$ cat src/rtl/lpm_pkg.sv
package lpm_pkg;
  typedef enum logic [1:0] {
    ST_RUN   = 2'd0,
    ST_WAIT  = 2'd1,
    ST_STOP  = 2'd2,
    ST_RECOV = 2'd3
  } lpm_state_e;
endpackage

$ cat src/rtl/lpm_recov_timer.sv
module lpm_recov_timer #(
  parameter int LONG_DLY  = 4096,
  parameter int SHORT_DLY = 32,
  localparam int CW = $clog2(LONG_DLY + 1)
) (
  input  logic clk,
  input  logic rst_n,
  input  logic sel_load_i,
  input  logic sel_i,
  input  logic run_i,
  output logic term_o
);
  logic          sel_q, sel_d;
  logic [CW-1:0] cnt_q, cnt_d;
  logic [CW-1:0] dly;

  assign dly    = sel_q ? CW'(SHORT_DLY) : CW'(LONG_DLY);
  assign term_o = run_i && (cnt_q == dly - CW'(1));

  always_comb begin
    sel_d = sel_load_i ? sel_i : sel_q;
    if (!run_i)      cnt_d = '0;
    else if (term_o) cnt_d = cnt_q;
    else             cnt_d = cnt_q + CW'(1);
  end

  always_ff @(posedge clk or negedge rst_n) begin
    if (!rst_n) begin
      sel_q <= 1'b0;
      cnt_q <= '0;
    end else begin
      sel_q <= sel_d;
      cnt_q <= cnt_d;
    end
  end

  // the counter is held at zero outside recovery, so every recovery count starts from zero
  a_r5_cleared_outside: assert property (@(posedge clk) disable iff (!rst_n)
    !run_i |=> (cnt_q == '0));
  // the counter never goes past the selected delay
  a_r5_bounded: assert property (@(posedge clk) disable iff (!rst_n)
    run_i |-> (cnt_q < dly));
endmodule

$ cat src/rtl/lpm_rst_seq.sv
module lpm_rst_seq #(
  parameter int SEQ_CYC = 32,
  localparam int SW = $clog2(SEQ_CYC + 1)
) (
  input  logic clk,
  input  logic rst_n,
  input  logic start_i,
  output logic fetch_o
);
  logic [SW-1:0] cnt_q, cnt_d;
  logic          fetch_q, fetch_d;

  always_comb begin
    if (start_i)            cnt_d = SW'(SEQ_CYC);
    else if (cnt_q != '0)   cnt_d = cnt_q - SW'(1);
    else                    cnt_d = cnt_q;
    fetch_d = (cnt_q == SW'(1)) && !start_i;
  end

  always_ff @(posedge clk or negedge rst_n) begin
    if (!rst_n) begin
      cnt_q   <= '0;
      fetch_q <= 1'b0;
    end else begin
      cnt_q   <= cnt_d;
      fetch_q <= fetch_d;
    end
  end

  assign fetch_o = fetch_q;

  // the vector-fetch strobe lasts exactly one cycle
  a_r6_one_pulse: assert property (@(posedge clk) disable iff (!rst_n)
    fetch_o |=> !fetch_o);
endmodule

$ cat src/rtl/lpm_brk_status.sv
module lpm_brk_status (
  input  logic clk,
  input  logic rst_n,
  input  logic brk_i,
  input  logic in_lp_i,
  input  logic rst_pin_i,
  input  logic clr_i,
  output logic flag_o
);
  logic flag_q, flag_d;

  always_comb begin
    if (rst_pin_i)             flag_d = 1'b0;
    else if (brk_i && in_lp_i) flag_d = 1'b1;
    else if (clr_i)            flag_d = 1'b0;
    else                       flag_d = flag_q;
  end

  always_ff @(posedge clk or negedge rst_n) begin
    if (!rst_n) flag_q <= 1'b0;
    else        flag_q <= flag_d;
  end

  assign flag_o = flag_q;

  // a break while in low power sets the flag, even if a clear arrives in the same cycle
  a_r7_set: assert property (@(posedge clk) disable iff (!rst_n)
    (brk_i && in_lp_i && !rst_pin_i) |=> flag_o);
  // with no clear and no reset pin, a set flag stays set
  a_r7_sticky: assert property (@(posedge clk) disable iff (!rst_n)
    (flag_o && !clr_i && !rst_pin_i) |=> flag_o);
  // the reset pin clears the flag
  a_r8_pin_clears: assert property (@(posedge clk) disable iff (!rst_n)
    rst_pin_i |=> !flag_o);
endmodule

$ cat src/rtl/lpm_fsm.sv
module lpm_fsm
  import lpm_pkg::*;
(
  input  logic       clk,
  input  logic       rst_n,
  input  logic       wait_req_i,
  input  logic       stop_req_i,
  input  logic       rst_pin_i,
  input  logic       irq_i,
  input  logic       brk_i,
  input  logic       term_i,
  output lpm_state_e state_o,
  output logic       stop_entry_o,
  output logic       rst_exit_o,
  output logic       stack_o
);
  lpm_state_e state_q, state_d;
  logic       stack_q, stack_d;
  logic       soft_wake;

  assign soft_wake = irq_i || brk_i;

  always_comb begin
    state_d      = state_q;
    stack_d      = 1'b0;
    stop_entry_o = 1'b0;
    rst_exit_o   = 1'b0;
    unique case (state_q)
      ST_RUN: begin
        if (stop_req_i) begin
          state_d      = ST_STOP;
          stop_entry_o = 1'b1;
        end else if (wait_req_i) begin
          state_d = ST_WAIT;
        end
      end
      ST_WAIT: begin
        if (rst_pin_i) begin
          state_d    = ST_RUN;
          rst_exit_o = 1'b1;
        end else if (soft_wake) begin
          state_d = ST_RUN;
          stack_d = 1'b1;
        end
      end
      ST_STOP: begin
        if (rst_pin_i) begin
          state_d    = ST_RUN;
          rst_exit_o = 1'b1;
        end else if (soft_wake) begin
          state_d = ST_RECOV;
        end
      end
      ST_RECOV: begin
        if (rst_pin_i) begin
          state_d    = ST_RUN;
          rst_exit_o = 1'b1;
        end else if (term_i) begin
          state_d = ST_RUN;
          stack_d = 1'b1;
        end
      end
      default: state_d = ST_RUN;
    endcase
  end

  always_ff @(posedge clk or negedge rst_n) begin
    if (!rst_n) begin
      state_q <= ST_RUN;
      stack_q <= 1'b0;
    end else begin
      state_q <= state_d;
      stack_q <= stack_d;
    end
  end

  assign state_o = state_q;
  assign stack_o = stack_q;

  // a wait ended by an interrupt or a break strobes stacking in the following cycle
  a_r4_wait_stack: assert property (@(posedge clk) disable iff (!rst_n)
    (state_q == ST_WAIT && soft_wake && !rst_pin_i) |=> stack_o);
  // a reset exit never requests stacking
  a_r6_no_stack: assert property (@(posedge clk) disable iff (!rst_n)
    (state_q != ST_RUN && rst_pin_i) |=> (!stack_o && state_q == ST_RUN));
  // the stacking strobe lasts exactly one cycle
  a_r4_stack_pulse: assert property (@(posedge clk) disable iff (!rst_n)
    stack_o |=> !stack_o);
endmodule

$ cat src/rtl/lpm_seq_ctrl.sv
module lpm_seq_ctrl
  import lpm_pkg::*;
#(
  parameter int LONG_DLY  = 4096,
  parameter int SHORT_DLY = 32,
  parameter int SEQ_CYC   = 32
) (
  input  logic clk,
  input  logic rst_n,
  input  logic wait_req,
  input  logic stop_req,
  input  logic rst_pin,
  input  logic irq,
  input  logic brk,
  input  logic rec_short,
  input  logic wdog_dis,
  input  logic brk_clr,
  output logic cpu_clk_en,
  output logic sys_clk_en,
  output logic stack_start,
  output logic brk_flag,
  output logic wdog_active,
  output logic vec_fetch
);
  logic [1:0] rsync_q;
  logic       srst_n;
  lpm_state_e state;
  logic       stop_entry, rst_exit, term, in_lp, recov;

  // asynchronous assertion, synchronous release
  always_ff @(posedge clk or negedge rst_n) begin
    if (!rst_n) rsync_q <= 2'b00;
    else        rsync_q <= {rsync_q[0], 1'b1};
  end
  assign srst_n = rsync_q[1];

  lpm_fsm i_fsm (
    .clk          (clk),
    .rst_n        (srst_n),
    .wait_req_i   (wait_req),
    .stop_req_i   (stop_req),
    .rst_pin_i    (rst_pin),
    .irq_i        (irq),
    .brk_i        (brk),
    .term_i       (term),
    .state_o      (state),
    .stop_entry_o (stop_entry),
    .rst_exit_o   (rst_exit),
    .stack_o      (stack_start)
  );

  assign recov = (state == ST_RECOV);
  assign in_lp = (state != ST_RUN);

  lpm_recov_timer #(.LONG_DLY(LONG_DLY), .SHORT_DLY(SHORT_DLY)) i_timer (
    .clk        (clk),
    .rst_n      (srst_n),
    .sel_load_i (stop_entry),
    .sel_i      (rec_short),
    .run_i      (recov),
    .term_o     (term)
  );

  lpm_rst_seq #(.SEQ_CYC(SEQ_CYC)) i_rseq (
    .clk     (clk),
    .rst_n   (srst_n),
    .start_i (rst_exit),
    .fetch_o (vec_fetch)
  );

  lpm_brk_status i_brk (
    .clk       (clk),
    .rst_n     (srst_n),
    .brk_i     (brk),
    .in_lp_i   (in_lp),
    .rst_pin_i (rst_pin),
    .clr_i     (brk_clr),
    .flag_o    (brk_flag)
  );

  // clock enables come back in the same cycle the recovery count reaches its end
  assign cpu_clk_en  = (state == ST_RUN) || (recov && term);
  assign sys_clk_en  = (state == ST_RUN) || (state == ST_WAIT) || (recov && term);
  assign wdog_active = !wdog_dis && ((state == ST_RUN) || (state == ST_WAIT));

  // the CPU clock never runs without the system clock
  a_r3_cpu_needs_sys: assert property (@(posedge clk) disable iff (!srst_n)
    cpu_clk_en |-> sys_clk_en);
  // a stop request in the running state shuts both enables on the next cycle
  a_r2_stop_entry: assert property (@(posedge clk) disable iff (!srst_n)
    (state == ST_RUN && stop_req) |=> (!sys_clk_en && !cpu_clk_en));
  // the watchdog stays active throughout wait when it is not disabled
  a_r9_wdog_wait: assert property (@(posedge clk) disable iff (!srst_n)
    (state == ST_WAIT && !wdog_dis) |-> wdog_active);
endmodule

$ cat config.mk
export PLATFORM = sky130hd
export DESIGN_NAME = lpm_seq_ctrl
export DESIGN_NICKNAME = d
export VERILOG_FILES = /design/src/rtl/lpm_pkg.sv /design/src/rtl/lpm_recov_timer.sv /design/src/rtl/lpm_rst_seq.sv /design/src/rtl/lpm_brk_status.sv /design/src/rtl/lpm_fsm.sv /design/src/rtl/lpm_seq_ctrl.sv
export SDC_FILE = /design/constraint.sdc
export NUM_CORES = 1
export LEC_CHECK = 0
export ABC_AREA = 1
export ABC_CLOCK_PERIOD_IN_PS = 2800
export CAP_MARGIN = 0
export CORE_ASPECT_RATIO = 1.5
export CORE_MARGIN = 2
export CORE_UTILIZATION = 60
export CTS_CLUSTER_DIAMETER = 80
export DETAILED_ROUTE_END_ITERATION = 12
export DONT_BUFFER_PORTS = 1
export PLACE_DENSITY = 0.83
export SYNTH_ARGS = -nofsm -noshare
export SYNTH_HDL_FRONTEND = slang
export SYNTH_HIERARCHICAL = 1
export SYNTH_SLANG_ARGS = --single-unit
$ cat constraint.sdc
create_clock -name clk -period 2.8 [get_ports clk]
set_clock_uncertainty 0.15 [all_clocks]
set_input_delay 0.28 -clock clk [delete_from_list [all_inputs] [get_ports clk]]
set_output_delay 0.28 -clock clk [all_outputs]
set_load 0.05 [all_outputs]
==> summary.txt <==
STA
  – F_max: 393 MHz
  – Post-route setup slack: 0.252 ns
  – Final hold violations: 0
  – Slew Limit Fails: 0
  – Worst-Margin Slew: 0.991 ns
  – Final period utilization: 91.0%
  – Hold_ws: 0.0822 ns
  – RSZ-0062 raised after global routing: no
  – Slew margin rel.: 33.9%
  – # setup viols final: 0
  – Fin Setup TNS: 0 ns
  – Final min period: 2.55 ns

Layout
  – Nets: 240
  – N_diodes: 0
  – Final Util: 66.9%
  – Layout cells sized above 1: 14.7%
  – Filler cells: 238
  – Layout Cells excl Fill: 262
  – Area delta synth->final: 8.34%

Yosys
  – Mapped Avg Cell Area: 7.54 um2
  – Post-synth top area share: 41.3%
  – Seq/Total Area, Yosys: 41.3%
  – Post-Syn Instances: 217
  – Top-count cell post-synth: nand2_1
  – Synth unique cells: 26
  – Net Count, Synth: 231
  – Synth area leaders: dfrtp_1 (41%), nand2_1 (12%), inv_1 (7.3%)
  – Register bit total from synthesis: 27
  – Mapped Area: 0.00164 mm2
  – Async SR Flop Fraction: 100%
  – Cell taking the most area after synthesis: dfrtp_1
  – Synth top cells by count: nand2_1 (52), inv_1 (32), dfrtp_1 (27)
  – Post-synth EDFFs: 0
  – Synth Flop Type: dfrtp_1
  – Yosys warns: 6

Global route
  – Grt ovf: 0
  – Largest net degree at the start of global routing: 26
  – First-pass GRT wire length: 5.33 mm
  – Total GRT Usage: 23.0%
  – Number of global-route vias before repair: 1261
  – Initial antenna violation count: 0

Floorplanning
  – Initial core utilization: 61.8%
  – Die H: 67.9 um
  – Die W: 46.6 um
  – Die area: 0.00317 mm2
  – Core Area: 0.00265 mm2
  – I/O pins: 16
  – Rows: 23

Worst setup path
  – Crit Path Category: reg2out
  – CP Data Required Time: 2.37 ns
  – R2R depth: 14
  – Critical Path Fanout Max: 7
  – Worst reg2reg path startpoint: i_timer/cnt_q[0]$_DFFE_PN0P_
  – Critical Path Start Type: register
  – R2r endpoint: i_fsm/state_o[1]$_DFFE_PN0P_
  – Critical Path AT: 2.12 ns
  – Critical Path Sink Type: output pin
  – Flop2flop setup slack: 0.79 ns

Power and ir drop
  – LEAKAGE: 0.942 nW
  – Worst VDD drop: 0.706 mV
  – Power Dens Cells: 732 mW/mm2

Drt
  – Routed vias: 1304
  – 1st-iter DRT viols: 34
  – DRT Pass-1 Iters: 4
  – Via density: 4.98
  – Final ANT Viol Nets: 0
  – Routed len/inst: 11.4 um
  – DRC: 0
  – Post-Route WL: 2.99 mm

Clocking
  – Cts repair resizes: 0
  – Post-CTS Setup Inserts: 0
  – # hold bufs at CTS: 4
  – Worst skew pair latency: 0.27 ns
  – CTS clk-pin slew, worst paths: 0.09 ns
  – H-tree Lvls: 1
  – CTS tree: done
  – Clock Root Buffer: clkbuf_8
  – Clk sink count: 27
  – TritonCTS Buffers: 3
  – Clock buffer depth: 2

Placement
  – Placed cell count: 254
  – Dpl hpwl: 2.29 mm
  – IO buf count: 0
  – Pre-CTS setup slack: 0.554 ns
  – RD Place Congestion: 0.857

Flow run
  – Max-Cap Viols: 0

Min path
  – Worst hold-check path type: in2async

Run status
  – Status: finished, final reports clean
worst max-delay path, cell delays in order, from the launching register on:
cell	delay (ns)
dfrtp_1	0.40
ha_1	0.19
nand2_2	0.09
nor2_4	0.19
inv_4	0.08
nor2_8	0.13
nand3_4	0.13
inv_1	0.13
nand3_1	0.12
nand2_1	0.39
kinds of logic (layout without fill, tap and decap cells):
family | Yosys count | in the layout | synth area share (%)
and+or+nand+nor | 128 | 128 | 38.3
buffers and inverters | 37 | 45 | 8.65
DFF | 27 | 27 | 41.3
AOI/OAI and AO/OA | 17 | 17 | 6.81
adders and majority gates | 4 | 4 | 3.06
xor gates and xnor gates | 3 | 3 | 1.61
other | 1 | 1 | 0.229
registers in the layout (all words and copies together), names as in the netlist:
signal / flops
i_brk/flag_o: 1
i_fsm/stack_o: 1
i_fsm/state_o: 2
i_rseq/cnt_q: 6
i_rseq/fetch_o: 1
i_timer/cnt_q: 13
i_timer/sel_q: 1
rsync_q: 2
power breakdown:
group	internal [mW]	switching, mW	total (mW)
combinational	0.162	0.344	0.506
sequential	0.462	0.112	0.574
clock	0.0996	0.116	0.216
area by class of cell:
cell class | count | area [um2] | area share [%]
clock buffers | 3 | 41.3 | 2.33
clock inverters | 1 | 5.00 | 0.282
flip-flops and latches | 27 | 676 | 38.1
well taps | 37 | 46.3 | 2.61
inverters | 36 | 138 | 7.77
repair buffers | 5 | 47.5 | 2.68
multi-input cells | 153 | 818 | 46.2
layout by cell type (no fill, tap or decap), drive strengths merged, types with 3 or more instances in the layout:
cell,count
nand2,63
inv,36
nor2,31
dfrtp,27
nand3,23
nand4,9
o21ai,8
a21oi,6
dlygate4sd3,4
ha,4
clkbuf,3
xor2,3
how the worst max path moves through the flow:
stage,start,cells past startpoint,slack (ns),endpoint
final,i_timer/cnt_q[0]$_DFFE_PN0P_,9,0.25,sys_clk_en
after global routing,i_timer/cnt_q[0]$_DFFE_PN0P_,9,0.08,sys_clk_en
after CTS,i_timer/cnt_q[0]$_DFFE_PN0P_,9,0.23,sys_clk_en
after detailed placement,i_timer/cnt_q[0]$_DFFE_PN0P_,9,0.55,sys_clk_en
after global placement,i_timer/cnt_q[0]$_DFFE_PN0P_,9,0.63,cpu_clk_en
after floorplan,i_timer/cnt_q[0]$_DFFE_PN0P_,9,0.72,cpu_clk_en
metal layers:
metal  GRT usage (%)  share of wire, %
met1            28.6                42
met2            39.8                56
met3            1.85               1.1
met4            10.1               1.2
met5               0                 0
through the flow:
| step | area (um2) | total power, mW |
|---|---|---|
| floorplan | 1640 | 0.989 |
| global placement | 1690 | 1.07 |
| detailed placement | 1690 | 1.08 |
| CTS | 1770 | 1.31 |
| global route | 1770 | 1.40 |
| finish | 1770 | 1.30 |
Note: power is estimated with default switching activity, not from simulation.
